**src/rtl/sermem_i2c_pkg.sv**
```systemverilog
// Package: shared types and constants of the serial memory slave engine.
// Assumes: one select code type nibble, fixed by the bus convention.
package sermem_i2c_pkg;

    // Fixed type nibble that a select byte must carry in bits 7:4.
    localparam logic [3:0] SEL_TYPE = 4'b1010;

    // Bit slot counter values: 8 data rises, then the acknowledge clock.
    localparam logic [3:0] SLOT_ACK  = 4'd8;
    localparam logic [3:0] SLOT_DONE = 4'd9;

    // Transfer phase of the controller.
    typedef enum logic [2:0] {
        PH_IDLE,
        PH_SEL,
        PH_AHI,
        PH_ALO,
        PH_WR,
        PH_RD
    } phase_e;

endpackage

```
**src/rtl/sermem_i2c_sync.sv**
```systemverilog
// Module: bus line synchronizer and condition detector.
// Brings the clock and data lines into the system clock domain through
// STAGES flops. It reports clock edges and START/STOP on the synchronized
// copies. Assumes the system clock is several times faster than the bus.
module sermem_i2c_sync #(
    parameter int STAGES = 2
) (
    input  logic clk,
    input  logic rst_n,
    input  logic scl_i,
    input  logic sda_i,
    output logic scl_s,
    output logic sda_s,
    output logic scl_rise,
    output logic scl_fall,
    output logic start_det,
    output logic stop_det
);
    localparam int DEPTH = STAGES + 1;

    logic [1:0] stg [DEPTH];

    // First stage captures the raw lines; idle bus reads high.
    always_ff @(posedge clk) begin
        if (!rst_n) stg[0] <= 2'b11;
        else        stg[0] <= {sda_i, scl_i};
    end

    genvar k;
    generate
        for (k = 1; k < DEPTH; k++) begin : g_stage
            // Further synchronizer / history stages.
            always_ff @(posedge clk) begin
                if (!rst_n) stg[k] <= 2'b11;
                else        stg[k] <= stg[k-1];
            end
        end
    endgenerate

    logic scl_q, sda_q;
    assign scl_s = stg[STAGES-1][0];
    assign sda_s = stg[STAGES-1][1];
    assign scl_q = stg[STAGES][0];
    assign sda_q = stg[STAGES][1];

    // Edge and bus condition decode on the synchronized copies.
    always_comb begin
        scl_rise  = scl_s & ~scl_q;
        scl_fall  = ~scl_s & scl_q;
        start_det = scl_s & scl_q & sda_q & ~sda_s;
        stop_det  = scl_s & scl_q & ~sda_q & sda_s;
    end

endmodule

```
**src/rtl/sermem_i2c_addr.sv**
```systemverilog
// Module: current address counter.
// Loads a new address, advances inside the page for writes and over the
// whole range for reads. Assumes load and increments never coincide.
module sermem_i2c_addr #(
    parameter int ADDR_W = 15,
    parameter int PAGE_W = 6
) (
    input  logic              clk,
    input  logic              rst_n,
    input  logic              ld,
    input  logic [ADDR_W-1:0] ld_val,
    input  logic              inc_page,
    input  logic              inc_lin,
    output logic [ADDR_W-1:0] addr
);
    logic [ADDR_W-1:0] nxt_page;
    logic [ADDR_W-1:0] nxt_lin;

    assign nxt_lin = addr + 1'b1;

    generate
        if (PAGE_W >= ADDR_W) begin : g_flat
            assign nxt_page = nxt_lin;
        end else begin : g_paged
            assign nxt_page = {addr[ADDR_W-1:PAGE_W], addr[PAGE_W-1:0] + 1'b1};

            // Page writes never move the row bits.
            assert_page_row_R5: assert property (@(posedge clk) disable iff (!rst_n)
                $past(inc_page) && !$past(ld) |-> addr[ADDR_W-1:PAGE_W] == $past(addr[ADDR_W-1:PAGE_W]));
        end
    endgenerate

    // Address register update.
    always_ff @(posedge clk) begin
        if (!rst_n)        addr <= '0;
        else if (ld)       addr <= ld_val;
        else if (inc_page) addr <= nxt_page;
        else if (inc_lin)  addr <= nxt_lin;
    end

endmodule

```
**src/rtl/sermem_i2c_ctrl.sv**
```systemverilog
// Module: transfer controller.
// Counts bit slots, shifts bytes in and out, decodes the select byte,
// collects the address, decides ACK/NACK and issues memory strobes.
// Assumes mem_rdata is valid for the current address well before the
// byte it feeds starts, and that sda_oe is only changed on clock falls.
module sermem_i2c_ctrl
    import sermem_i2c_pkg::*;
#(
    parameter int ADDR_W = 15
) (
    input  logic              clk,
    input  logic              rst_n,
    input  logic              scl_rise,
    input  logic              scl_fall,
    input  logic              sda_s,
    input  logic              start_det,
    input  logic              stop_det,
    input  logic [2:0]        strap_i,
    input  logic              wc_i,
    input  logic              mem_busy,
    input  logic [7:0]        mem_rdata,
    output logic              sda_oe,
    output logic              ld,
    output logic [ADDR_W-1:0] ld_val,
    output logic              wr_en,
    output logic [7:0]        wr_data,
    output logic              rd_inc,
    output logic              commit_req
);
    phase_e      ph;
    logic [3:0]  slot;
    logic [7:0]  shin;
    logic [7:0]  shout;
    logic [7:0]  hi_byte;
    logic        first_rd;
    logic        mst_ack;
    logic        wrote;
    logic [15:0] full_addr;
    logic        sel_hit;

    assign full_addr = {hi_byte, shin};
    assign sel_hit   = (shin[7:4] == SEL_TYPE) && (shin[3:1] == strap_i);

    // Main sequencer: bus conditions first, then bit slot handling.
    always_ff @(posedge clk) begin
        if (!rst_n) begin
            ph         <= PH_IDLE;
            slot       <= '0;
            shin       <= '0;
            shout      <= '0;
            hi_byte    <= '0;
            first_rd   <= 1'b0;
            mst_ack    <= 1'b0;
            wrote      <= 1'b0;
            sda_oe     <= 1'b0;
            ld         <= 1'b0;
            ld_val     <= '0;
            wr_en      <= 1'b0;
            wr_data    <= '0;
            rd_inc     <= 1'b0;
            commit_req <= 1'b0;
        end else begin
            ld         <= 1'b0;
            wr_en      <= 1'b0;
            rd_inc     <= 1'b0;
            commit_req <= 1'b0;
            if (mem_busy) begin
                ph     <= PH_IDLE;
                sda_oe <= 1'b0;
                slot   <= '0;
                wrote  <= 1'b0;
            end else if (start_det) begin
                ph     <= PH_SEL;
                slot   <= '0;
                sda_oe <= 1'b0;
                wrote  <= 1'b0;
            end else if (stop_det) begin
                // The STOP's own clock rise lands in slot 1 after an ACK.
                if (ph == PH_WR && slot == 4'd1 && wrote)
                    commit_req <= 1'b1;
                ph     <= PH_IDLE;
                slot   <= '0;
                sda_oe <= 1'b0;
                wrote  <= 1'b0;
            end else if (ph != PH_IDLE) begin
                if (scl_rise) begin
                    if (slot < SLOT_ACK) begin
                        shin <= {shin[6:0], sda_s};
                        slot <= slot + 1'b1;
                    end else if (slot == SLOT_ACK) begin
                        slot    <= SLOT_DONE;
                        mst_ack <= ~sda_s;
                    end
                end else if (scl_fall) begin
                    if (slot == SLOT_ACK) begin
                        unique case (ph)
                            PH_SEL: begin
                                if (sel_hit) begin
                                    sda_oe <= 1'b1;
                                    if (shin[0]) begin
                                        ph       <= PH_RD;
                                        first_rd <= 1'b1;
                                    end else begin
                                        ph <= PH_AHI;
                                    end
                                end else begin
                                    ph <= PH_IDLE;
                                end
                            end
                            PH_AHI: begin
                                sda_oe  <= 1'b1;
                                hi_byte <= shin;
                                ph      <= PH_ALO;
                            end
                            PH_ALO: begin
                                sda_oe <= 1'b1;
                                ld     <= 1'b1;
                                ld_val <= full_addr[ADDR_W-1:0];
                                ph     <= PH_WR;
                            end
                            PH_WR: begin
                                if (!wc_i) begin
                                    sda_oe  <= 1'b1;
                                    wr_en   <= 1'b1;
                                    wr_data <= shin;
                                    wrote   <= 1'b1;
                                end
                            end
                            PH_RD: sda_oe <= 1'b0;
                            default: ph <= PH_IDLE;
                        endcase
                    end else if (slot == SLOT_DONE) begin
                        slot <= '0;
                        if (ph == PH_RD) begin
                            if (first_rd || mst_ack) begin
                                shout    <= mem_rdata;
                                sda_oe   <= ~mem_rdata[7];
                                rd_inc   <= 1'b1;
                                first_rd <= 1'b0;
                            end else begin
                                ph     <= PH_IDLE;
                                sda_oe <= 1'b0;
                            end
                        end else begin
                            sda_oe <= 1'b0;
                        end
                    end else if (ph == PH_RD && slot != 4'd0) begin
                        sda_oe <= ~shout[6];
                        shout  <= {shout[6:0], 1'b0};
                    end
                end
            end
        end
    end

    // Write strobes are single-cycle pulses.
    assert_we_single_R4: assert property (@(posedge clk) disable iff (!rst_n)
        wr_en |=> !wr_en);

    // No write strobe follows a cycle with write control high.
    assert_wc_blocks_R6: assert property (@(posedge clk) disable iff (!rst_n)
        wr_en |-> !$past(wc_i));

    // A commit request only follows a detected STOP.
    assert_commit_on_stop_R7: assert property (@(posedge clk) disable iff (!rst_n)
        commit_req |-> $past(stop_det));

    // Silent while the memory is busy.
    assert_busy_silent_R11: assert property (@(posedge clk) disable iff (!rst_n)
        $past(mem_busy) |-> !sda_oe);

endmodule

```
**src/rtl/sermem_i2c_slave.sv**
```systemverilog
// Module: serial memory two-wire slave engine (top).
// Joins the line synchronizer, the transfer controller and the address
// counter. Assumes clk is at least about 8x the bus clock rate and that
// ADDR_W is at most 16.
module sermem_i2c_slave #(
    parameter int ADDR_W    = 15,
    parameter int PAGE_W    = 6,
    parameter int SYNC_STGS = 2
) (
    input  logic              clk,
    input  logic              rst_n,
    input  logic              scl_i,
    input  logic              sda_i,
    output logic              sda_oe,
    input  logic [2:0]        strap_i,
    input  logic              wc_i,
    output logic [ADDR_W-1:0] mem_addr,
    output logic [7:0]        mem_wdata,
    output logic              mem_we,
    input  logic [7:0]        mem_rdata,
    output logic              commit_req,
    input  logic              mem_busy
);
    logic              scl_s, sda_s, scl_rise, scl_fall, start_det, stop_det;
    logic              ld, rd_inc;
    logic [ADDR_W-1:0] ld_val;

    sermem_i2c_sync #(.STAGES(SYNC_STGS)) u_sync (
        .clk       (clk),
        .rst_n     (rst_n),
        .scl_i     (scl_i),
        .sda_i     (sda_i),
        .scl_s     (scl_s),
        .sda_s     (sda_s),
        .scl_rise  (scl_rise),
        .scl_fall  (scl_fall),
        .start_det (start_det),
        .stop_det  (stop_det)
    );

    sermem_i2c_ctrl #(.ADDR_W(ADDR_W)) u_ctrl (
        .clk        (clk),
        .rst_n      (rst_n),
        .scl_rise   (scl_rise),
        .scl_fall   (scl_fall),
        .sda_s      (sda_s),
        .start_det  (start_det),
        .stop_det   (stop_det),
        .strap_i    (strap_i),
        .wc_i       (wc_i),
        .mem_busy   (mem_busy),
        .mem_rdata  (mem_rdata),
        .sda_oe     (sda_oe),
        .ld         (ld),
        .ld_val     (ld_val),
        .wr_en      (mem_we),
        .wr_data    (mem_wdata),
        .rd_inc     (rd_inc),
        .commit_req (commit_req)
    );

    sermem_i2c_addr #(.ADDR_W(ADDR_W), .PAGE_W(PAGE_W)) u_addr (
        .clk      (clk),
        .rst_n    (rst_n),
        .ld       (ld),
        .ld_val   (ld_val),
        .inc_page (mem_we),
        .inc_lin  (rd_inc),
        .addr     (mem_addr)
    );

    // The open-drain enable only moves while the bus clock is low.
    assert_oe_scl_low_R13: assert property (@(posedge clk) disable iff (!rst_n)
        (sda_oe != $past(sda_oe)) |-> !scl_s);

endmodule

```
**config.mk**
```make
export PLATFORM = sky130hd
export DESIGN_NAME = sermem_i2c_slave
export DESIGN_NICKNAME = d
export VERILOG_FILES = /design/src/rtl/sermem_i2c_pkg.sv /design/src/rtl/sermem_i2c_sync.sv /design/src/rtl/sermem_i2c_addr.sv /design/src/rtl/sermem_i2c_ctrl.sv /design/src/rtl/sermem_i2c_slave.sv
export SDC_FILE = /design/constraint.sdc
export NUM_CORES = 1
export LEC_CHECK = 0
export ABC_AREA = 1
export BUFFER_PORTS_ARGS = -buffer_cell sky130_fd_sc_hd__buf_2
export CAP_MARGIN = 20
export CORE_AREA = 4 4 85 87
export CTS_BUF_LIST = sky130_fd_sc_hd__clkbuf_16
export DETAILED_ROUTE_END_ITERATION = 12
export DIE_AREA = 0 0 89 91
export GPL_TIMING_DRIVEN = 0
export PLACE_DENSITY_LB_ADDON = 0.12
export SLEW_MARGIN = 25
export SYNTH_ARGS = -nofsm -noshare
export SYNTH_HDL_FRONTEND = slang
export SYNTH_HIERARCHICAL = 1
export SYNTH_SLANG_ARGS = --single-unit
```
**constraint.sdc**
```tcl
create_clock -name clk -period 3.1 [get_ports clk]
set_input_delay 0.31 -clock clk [delete_from_list [all_inputs] [get_ports clk]]
set_output_delay 0.31 -clock clk [all_outputs]
set_load 0.05 [all_outputs]
```
==> qor.yml, run 1 <==
synth_compound_area_share_pct: 15.03
n_fill_cell: 518
final_util_pct: 73.32
yosys_most_used_dff: "dfxtp_1"
antenna_found_initial: 0
cts.sinks: 81
cts_resized: 0
h-tree-depth: 3
num_rows: 29
grt_overflow_total: 0
drc: 0
crit_start: "u_sync/stg[1][0]"
crit_arrival_ns: 2.22
gp_congestion: 0.9423
clockBufferDepth: 2
swShare_pct: 20.92
crit_path_max_fanout: 10
cts-root-buf: "clkbuf_16"
worst_pin_slew_ns: 0.6010
p_int_uw: 1771
ys_types: 36
ys_warn_count: 6
rrSetupSlack_ns: 1.10
hp-class: "primary input to flop"
p_comb_share_pct: 3.2
drt-pass1-iter-count: 7
synth_top_area_share_pct: 40.24
start_kind: "flop"
routedWlPerCell_um: 14.40
postCtsHoldBufs: 0
start_util_pct: 63.47
pwr-share-clk_pct: 50.1
r2r-end: "u_ctrl/wr_data[0]"
post_cts_buffers: 0
core_area_mm2: 0.006350
boundaryPins: 43
syn_to_final_growth_pct: 15.52
cts_made_buffers: 9
final_hold_viol_count: 0
synth_xor_area_share_pct: 0.8693
ir_drop_uv: 532.0
synthAdderAreaFrac_pct: 1.242
status: "completed"
die_w_um: 89
antenna_cells: 0
clk_latency_ns: 0.33
avgSynthCellArea_um2: 6.913
synth_edf_count: 0
dieArea_mm2: 0.008099
grt_max_degree: 17
synthArstFlopShare_pct: 0
drt_iter0_markers: 355
setup_viol: 0
seqPwrFrac_pct: 46.8
synth_top_family_by_area: "simple AND/OR/NAND/NOR gates"
synth_simple_gate_area_share_pct: 35.64
powerDensity_mw_per_mm2: 481.0
drv_slew: 0
crit_path_end_kind: "flop"
fin_crit_ns: 2.002
power_switching_uw: 468.4
max_cap_violations: 0
die_h_um: 91
synthTopCellsByCount: "nor2_1, nand2_1, dfxtp_1"
routed_via_density: 5.609
syn_area_mm2: 0.004030
path_clk_slew_ns: 0.06
drive_gt1_share_pct: 17.00
grt_usage_pct: 26.72
path_class: "flop to flop"
synthCells: 583
netlist.top_cell.by_area: "dfxtp_1"
yosys-mux-area-fraction_pct: 0
cts_tree: "done"
clock.fmax_mhz: 499.5
final_cell_area_mm2: 0.004656
fin_skew_ns: 0.01129
dp_hpwl_um: 7491
tns_ns: 0
first_global_vias: 3667
io_buffers: 42
synth_most_common_cell: "nor2_1"
period_share_pct: 64.58
grt_setup_unrepaired: "false"
leakage_uw: 0.002126
r2r-start: "u_sync/stg[1][0]"
setup_ws_ns: 1.098
crit_end: "u_ctrl/wr_data[0]"
rr_worst_depth: 10
wl_um: 10340
ys_ff_latch: 81
final_nets: 657
ys_seq_area_share_pct: 40.24
relSlewSlack_pct: 59.94
synthTopCellsByArea: "dfxtp_1, nor2_1, nand2_1"
cp.required_ns: 3.32
ant_nets: 0
grt_pass1_wl_um: 17250
fin_total_pwr_uw: 2240
place_ws_ns: 1.134
postPlaceCellArea_mm2: 0.004337
synth_nets: 604
vias: 4027
==> placed cells by master, fill, tap and decap left out, drive strengths merged <==
cell type | netlist | layout
nand4 | 11 | 11
o22ai | 1 | 1
o21bai | 1 | 1
a31oi | 4 | 4
inv | 55 | 57
or2 | 2 | 2
nand3 | 37 | 37
nor2 | 130 | 130
o21ai | 63 | 63
buf | 9 | 51
clkbuf | 4 | 13
nand2 | 119 | 119
clkinv | 1 | 3
xor2 | 3 | 3
clkinvlp | 0 | 1
a21oi | 44 | 44
nor4 | 2 | 2
ha | 4 | 4
xnor2 | 1 | 1
dfxtp | 81 | 81
bufinv | 0 | 2
nor3 | 10 | 10
a311oi | 1 | 1
==> critical path, cell delays in order, from the launching register on <==
cell and delay, ns:
dfxtp_1 0.35, inv_1 0.06, nor2_1 0.32, inv_1 0.18, nand2_1 0.21, nor2_1 0.09
nand2_1 0.23, nor2_4 0.08, buf_4 0.17, o21ai_1 0.14, a21oi_1 0.06
==> worst min path at each step <==
stage	cells past startpoint	slack (ns)	to	from
3_5_place_dp	2	0.39	u_sync/stg[1][1]	u_sync/stg[0][1]
3_3_place_gp	2	0.39	u_sync/stg[1][0]	u_sync/stg[0][0]
2_1_floorplan	1	0.38	u_sync/stg[0][0]	rst_n
5_1_grt	3	0.16	u_sync/stg[0][0]	scl_i
6_report	3	0.15	u_sync/stg[0][1]	sda_i
4_1_cts	3	0.15	u_sync/stg[0][1]	sda_i
==> logic make-up after synthesis <==
kind of cell             Yosys count
AO/OA/AOI/OAI                    114
AND/OR/NAND/NOR                  311
buffers and inverters             69
XOR/XNOR                           4
adder cells (fa/ha/maj)            4
flip-flops                        81
==> routing by layer <==
layer  wire [um]  GRT usage [%]  vias to the layer above  share of wire (%)
li1            -              -                     2010                  -
met1        4519          36.48                     1839                 44
met2        4916          42.88                      165                 48
met3         793          5.792                       13                7.7
met4         111          6.576                        0                1.1
met5           0              0                        -                  0
==> registers in the layout (all words and copies together), names as in the netlist <==
register / count
u_addr/addr: 15
u_ctrl/commit_req: 1
u_ctrl/first_rd: 1
u_ctrl/hi_byte: 7
u_ctrl/ld: 1
u_ctrl/ld_val: 15
u_ctrl/mst_ack: 1
u_ctrl/ph: 3
u_ctrl/rd_inc: 1
u_ctrl/sda_oe: 1
u_ctrl/shin: 8
u_ctrl/shout: 7
u_ctrl/slot: 4
u_ctrl/wr_data: 8
u_ctrl/wr_en: 1
u_ctrl/wrote: 1
u_sync/stg: 6
==> layout make-up <==
type / count / area, um2 / share of cell area, %
plain buffers: 13 / 71.32 / 1.532
clock buffers: 9 / 225.2 / 4.837
clock inverters: 7 / 93.84 / 2.016
inverters: 56 / 210.2 / 4.515
multi-input cells: 433 / 2127 / 45.69
flip-flops and latches: 81 / 1622 / 34.83
well taps: 77 / 96.34 / 2.069
repair buffers: 42 / 210.2 / 4.515
==> stage by stage <==
| step | hold slack [ns] | std cells |
|---|---|---|
| after CTS | 0.1468 | 718 |
| after detailed placement | 0.3910 | 702 |
| after global placement | 0.3883 | 702 |
| after floorplan | 0.3787 | 583 |
| final | 0.1521 | 718 |
| after global routing | 0.1554 | 718 |
==> power by group through the flow <==
stage	logic (uW)	clock network, uW	registers (uW)
after global placement	68.0	0	1070
after CTS	70.1	1140	1050
after global routing	79.5	1200	1050
final	70.9	1120	1050
after floorplan	42.3	0	1070
after detailed placement	69.0	0	1070
No activity file was read; power rests on OpenSTA's default activity.
==> run 2: changes to the inputs <==
CORE_AREA = 4 4 88 90   (was 4 4 85 87)
DIE_AREA = 0 0 92 94   (was 0 0 89 91)
clock period = 2.1 ns   (was 3.1 ns; I/O delays follow)
==> run 2 against run 1 <==
Net effect: core utilization decreased by 6.2 points; die area increased by 6.8%; combinational power increased by 45%; first-iteration DRC count decreased by 31%; power increased by 59%; worst hold slack got worse by 0.097 ns; non-clock buffer count unchanged; largest power group unchanged.
==> qor.yml, run 2 (synthesized netlist as in run 1, its figures left out) <==
cts_tree: "done"
drc: 0  # unchanged
io_buffers: 42  # unchanged
tns_ns: 0  # unchanged
min_from: "sda_i"
clock.fmax_mhz: 520.7  # +4.2%
worst_pin_slew_ns: 0.5492  # -0.05174 ns
r2r-start: "u_sync/stg[1][1]"
grt_max_degree: 17  # unchanged
grt_setup_unrepaired: "false"
syn_to_final_growth_pct: 17.51
clockBufferDepth: 2  # unchanged
max_cap_violations: 0  # unchanged
register_area_mm2: 0.001622  # unchanged
cts_made_buffers: 9  # unchanged
ir_drop_uv: 454.1  # -15%
mostFrequentLayoutCell: "nor2_1"
drv_slew: 0  # unchanged
place_inst: 724  # +3.1%
n_fill_cell: 649  # +25%
antenna_cells: 0  # unchanged
num_rows: 31  # +6.9%
crit_path_end_kind: "flop"
powerDensity_mw_per_mm2: 751.8  # +56%
cts-root-buf: "clkbuf_16"
final_cell_mix: "nor2_1, nand2_1, dfxtp_1"
wl_um: 10160  # -1.8%
vias: 4007  # -0.50%
fin_total_pwr_uw: 3560  # +59%
setup_viol: 0  # unchanged
fin_crit_ns: 1.921  # -0.08155 ns
holdPathEnd: "u_sync/stg[0][1]"
postCtsHoldBufs: 0  # unchanged
hp-class: "primary input to flop"
grt_usage_pct: 24.40  # -2.3 points
first_global_vias: 3867  # +5.5%
crit_path_max_fanout: 10  # unchanged
cp.required_ns: 2.32  # -1.00 ns
dieArea_mm2: 0.008648  # +6.8%
gp_congestion: 0.9759  # +3.6%
path_clk_slew_ns: 0.06  # about the same
status: "completed"
die_w_um: 92  # +3.4%
ant_nets: 0  # unchanged
dp_hpwl_um: 7473  # -0.24%
holdPathStages: 3  # unchanged
cts_resized: 0  # unchanged
routed_via_density: 5.415  # -3.5%
path_class: "flop to flop"
routedWlPerCell_um: 13.72  # -4.7%
crit_arrival_ns: 2.14  # -0.08 ns
h-tree-depth: 3  # unchanged
post_cts_buffers: 0  # unchanged
multi_input_area_mm2: 0.002130  # +0.12%
antenna_found_initial: 0  # unchanged
cts.sinks: 81  # unchanged
final_nets: 657  # unchanged
drt-pass1-iter-count: 5  # -2
rrSetupSlack_ns: 0.18  # -0.92 ns
grt_pass1_wl_um: 17100  # -0.88%
drive_gt1_share_pct: 17.16  # +0.16 points
fin_skew_ns: 0.008021  # -0.003269 ns
die_h_um: 94  # +3.3%
reg_top3: "u_addr/addr: 15 flops, u_ctrl/ld_val: 15 flops"
final_hold_viol_count: 0  # unchanged
clk_latency_ns: 0.33  # about the same
leakage_uw: 0.002150  # +1.1%
grt_overflow_total: 0  # unchanged
drt_iter0_markers: 245  # -31%
period_share_pct: 91.46  # +27 points
start_util_pct: 57.09  # -6.4 points
rr_worst_depth: 10  # unchanged
r2r-end: "u_ctrl/ld_val[2]"
relSlewSlack_pct: 63.10  # +3.2 points
finalNonFillerCells: 740  # +3.1%
core_area_mm2: 0.007059  # +11%
start_kind: "flop"
boundaryPins: 43  # unchanged
## run 2: cell count changes in the layout (fill, tap and decap cells not counted)
cell        delta
bufinv_16      +2
clkinv_2       -1
clkinvlp_4     -1
inv_2          -1
inv_4          +1
nor2_1         -1
nor2_2         +1
## run 2: through the flow
stage / instance area (um2) / worst slack [ns] / hold slack, ns / utilization (%)
CTS: 4731 / 0.1131 / 0.04604 / 67.02
global route: 4736 / 0.04361 / 0.06507 / 67.09
floorplan: 4030 / 0.4193 / 0.2787 / -
detailed placement: 4364 / 0.1354 / 0.3891 / 61.82
global placement: 4364 / 0.1602 / 0.3823 / 61.82
finish: 4736 / 0.1794 / 0.05553 / 67.09
## run 2: layout make-up
type,count,area share (%)
multi-input combinational,433,44.97
buffer,13,1.506
timing repair buffer,42,4.439
clock inverter,7,2.985
inverter,56,4.491
tap,99,2.616
sequential,81,34.24
clock buffer,9,4.756
## run 2: worst max path at each step
| stage | endpoint | slack, ns | startpoint |
|---|---|---|---|
| floorplan | u_addr/addr[10] | 0.42 | u_addr/addr[1] |
| global placement | u_ctrl/wr_data[1] | 0.16 | u_sync/stg[1][0] |
| detailed placement | u_ctrl/wr_data[2] | 0.14 | u_sync/stg[1][0] |
| CTS | u_ctrl/wr_data[2] | 0.11 | u_sync/stg[1][0] |
| global route | u_ctrl/shout[6] | 0.04 | u_ctrl/slot[1] |
| finish | u_ctrl/ld_val[2] | 0.18 | u_sync/stg[1][1] |
## run 2: metal layers
| layer | GRT usage [%] | up-vias | wire, um |
|---|---|---|---|
| met2 | 41.42 | 127 | 4893 |
| met5 | 0 | - | 0 |
| li1 | - | 2006 | - |
| met4 | 14.85 | 0 | 340 |
| met3 | 4.087 | 33 | 537 |
| met1 | 28.84 | 1841 | 4383 |
## run 2: where the power goes
part	total, uW	internal [uW]	switching [uW]	leakage, uW
logic	103	32.7	70.7	0.00131
clock network	1910	1280	627	0.000181
registers	1550	1540	4.83	0.000653
total	3560	2860	702	0.00215
## run 2: critical path, stage by stage (launching register included)
cell and delay, ns:
dfxtp_1 0.44, inv_1 0.09, nand2_1 0.07, nor2_1 0.08
nor2_4 0.16, nand2_2 0.15, nor2_4 0.18, nand4_2 0.19
buf_2 0.25, nor2_1 0.14, nor2_1 0.07
==> run 3: changes to the inputs <==
--- a/config.mk
+++ b/config.mk
@@ -9,8 +9,8 @@
 export BUFFER_PORTS_ARGS = -buffer_cell sky130_fd_sc_hd__buf_2
 export CAP_MARGIN = 20
-export CORE_AREA = 4 4 88 90
+export CORE_AREA = 2 2 86 88
 export CTS_BUF_LIST = sky130_fd_sc_hd__clkbuf_16
 export DETAILED_ROUTE_END_ITERATION = 12
-export DIE_AREA = 0 0 92 94
+export DIE_AREA = 0 0 88 90
 export GPL_TIMING_DRIVEN = 0
 export PLACE_DENSITY_LB_ADDON = 0.12
==> constraint.sdc (replaced) <==
create_clock -name clk -period 2.1 [get_ports clk]
set_input_delay 0.21 -clock clk [delete_from_list [all_inputs] [get_ports clk]]
set_output_delay 0.21 -clock clk [all_outputs]
set_load 0.02 [all_outputs]
==> run 3 against run 2 <==
Net effect: combinational power about the same; clock-buffer cell count unchanged; clock power decreased by 9%; first-iteration DRC count increased by 8.2%; sequential power about the same; core utilization decreased by 0.15 points; critical path type unchanged; clock skew increased by 0.00058 ns; cell count unchanged; die area decreased by 8.4%; sequential share of layout area increased by 0.26 points; worst hold slack got worse by 0.0099 ns; power decreased by 5.0%.
==> qor.yml, run 3 (synthesized netlist as in run 1, its figures left out) <==
register_area_mm2: 0.001622  # unchanged
routedWlPerCell_um: 13.20  # -3.8%
final_util_pct: 66.94  # -0.15 points
worst_pin_slew_ns: 0.5285  # -0.02073 ns
cts_resized: 0  # unchanged
setup_viol: 0  # unchanged
drt-pass1-iter-count: 5  # unchanged
postCtsHoldBufs: 0  # unchanged
die_w_um: 88  # -4.3%
grt_overflow_total: 0  # unchanged
max_cap_violations: 0  # unchanged
num_rows: 31  # unchanged
grt_max_degree: 17  # unchanged
drt_iter0_markers: 265  # +8.2%
holdWs_ns: 0.04560  # -0.009925 ns
period_share_pct: 93.06  # +1.6 points
status: "completed"
mostFrequentLayoutCell: "nor2_1"
boundaryPins: 43  # unchanged
antenna_found_initial: 0  # unchanged
cp.required_ns: 2.32  # about the same
wl_um: 9767  # -3.8%
dp_hpwl_um: 7086  # -5.2%
fin_crit_ns: 1.954  # +0.03380 ns
dieArea_mm2: 0.007920  # -8.4%
cts-root-buf: "clkbuf_16"
cts.sinks: 81  # unchanged
start_util_pct: 57.41  # +0.32 points
rr_worst_depth: 10  # unchanged
crit_path_end_kind: "flop"
first_global_vias: 3547  # -8.3%
drive_gt1_share_pct: 17.32  # +0.16 points
grt_usage_pct: 26.02  # +1.6 points
holdPathStages: 3  # unchanged
io_buffers: 42  # unchanged
relSlewSlack_pct: 64.50  # +1.4 points
die_h_um: 90  # -4.3%
ant_nets: 0  # unchanged
seqPwrFrac_pct: 45.7  # +2.3 points
vias: 3884  # -3.1%
final_cell_mix: "nor2_1, nand2_1, dfxtp_1"
clk_latency_ns: 0.33  # about the same
leakage_uw: 0.002127  # -1.0%
crit_path_max_fanout: 10  # unchanged
antenna_cells: 0  # unchanged
ir_drop_uv: 438.4  # -3.5%
tns_ns: 0  # unchanged
multi_input_area_mm2: 0.002130  # unchanged
n_fill_cell: 630  # -2.9%
fin_skew_ns: 0.008604  # +0.0005829 ns
path_class: "flop to flop"
crit_arrival_ns: 2.17  # +0.03 ns
syn_to_final_growth_pct: 16.61
path_clk_slew_ns: 0.06  # about the same
drc: 0  # unchanged
powerDensity_mw_per_mm2: 719.4  # -4.3%
clockBufferDepth: 2  # unchanged
grt_pass1_wl_um: 16500  # -3.5%
gp_congestion: 0.9466  # -3.0%
pwr-share-clk_pct: 51.2  # -2.5 points
post_cts_buffers: 0  # unchanged
start_kind: "flop"
drv_slew: 0  # unchanged
hp-class: "primary input to flop"
clock.fmax_mhz: 511.7  # -1.7%
final_nets: 657  # unchanged
p_int_uw: 2636  # -7.8%
final_hold_viol_count: 0  # unchanged
cts_made_buffers: 9  # unchanged
p_comb_share_pct: 3.1  # +0.2 points
h-tree-depth: 3  # unchanged
core_area_mm2: 0.007020  # -0.55%
cts_tree: "done"
swShare_pct: 22.03  # +2.3 points
routed_via_density: 5.249  # -3.1%
reg_top3: "u_addr/addr: 15 flops, u_ctrl/ld_val: 15 flops"
power_switching_uw: 744.8  # +6.1%
-- run 3: power by group through the flow --
stage / logic, uW / registers (uW) / clock network (uW)
after floorplan: 62.5 / 1580 / 0
after global placement: 100 / 1580 / 0
after detailed placement: 102 / 1580 / 0
after CTS: 102 / 1550 / 1750
after global routing: 116 / 1550 / 1820
final: 103 / 1550 / 1730
-- run 3: critical path, stage by stage (launching register included) --
cell	delay [ns]
dfxtp_1	0.47
inv_1	0.09
nand2_1	0.07
nor2_1	0.08
nor2_4	0.16
nand2_2	0.14
nor2_4	0.18
nand4_2	0.18
buf_2	0.24
nor2_1	0.16
nor2_1	0.07
-- run 3: layout make-up --
class	instances	share of cell area, %
well taps	99	2.636
multi-input cells	433	45.31
repair buffers	42	4.473
inverters	56	4.526
clock buffers	9	4.792
flip-flops and latches	81	34.50
plain buffers	13	1.518
clock inverters	7	2.236
-- run 3: final timing paths --
kind                    start                to  slack [ns]
max reg2reg  u_sync/stg[1][1]  u_ctrl/ld_val[4]        0.15
min                     scl_i  u_sync/stg[0][0]        0.05
max          u_sync/stg[1][1]  u_ctrl/ld_val[4]        0.15
min reg2reg  u_sync/stg[0][1]  u_sync/stg[1][1]        0.40
-- run 3: layer usage --
layer	share of wire, %	global-route usage (%)	up-vias
li1	-	-	2011
met1	47	35.72	1753
met2	47	41.92	112
met3	5.1	4.224	8
met4	0.89	7.436	0
met5	0	0	-
-- run 3: per-stage QoR --
stage,cell area (um2),setup WS (ns),total power [uW],instances
after floorplan,4030,0.5413,1641,583
after global placement,4364,0.1533,1681,724
after detailed placement,4364,0.1297,1682,724
after CTS,4695,0.1040,3401,740
after global routing,4700,-0.003953,3486,740
final,4700,0.1456,3381,740
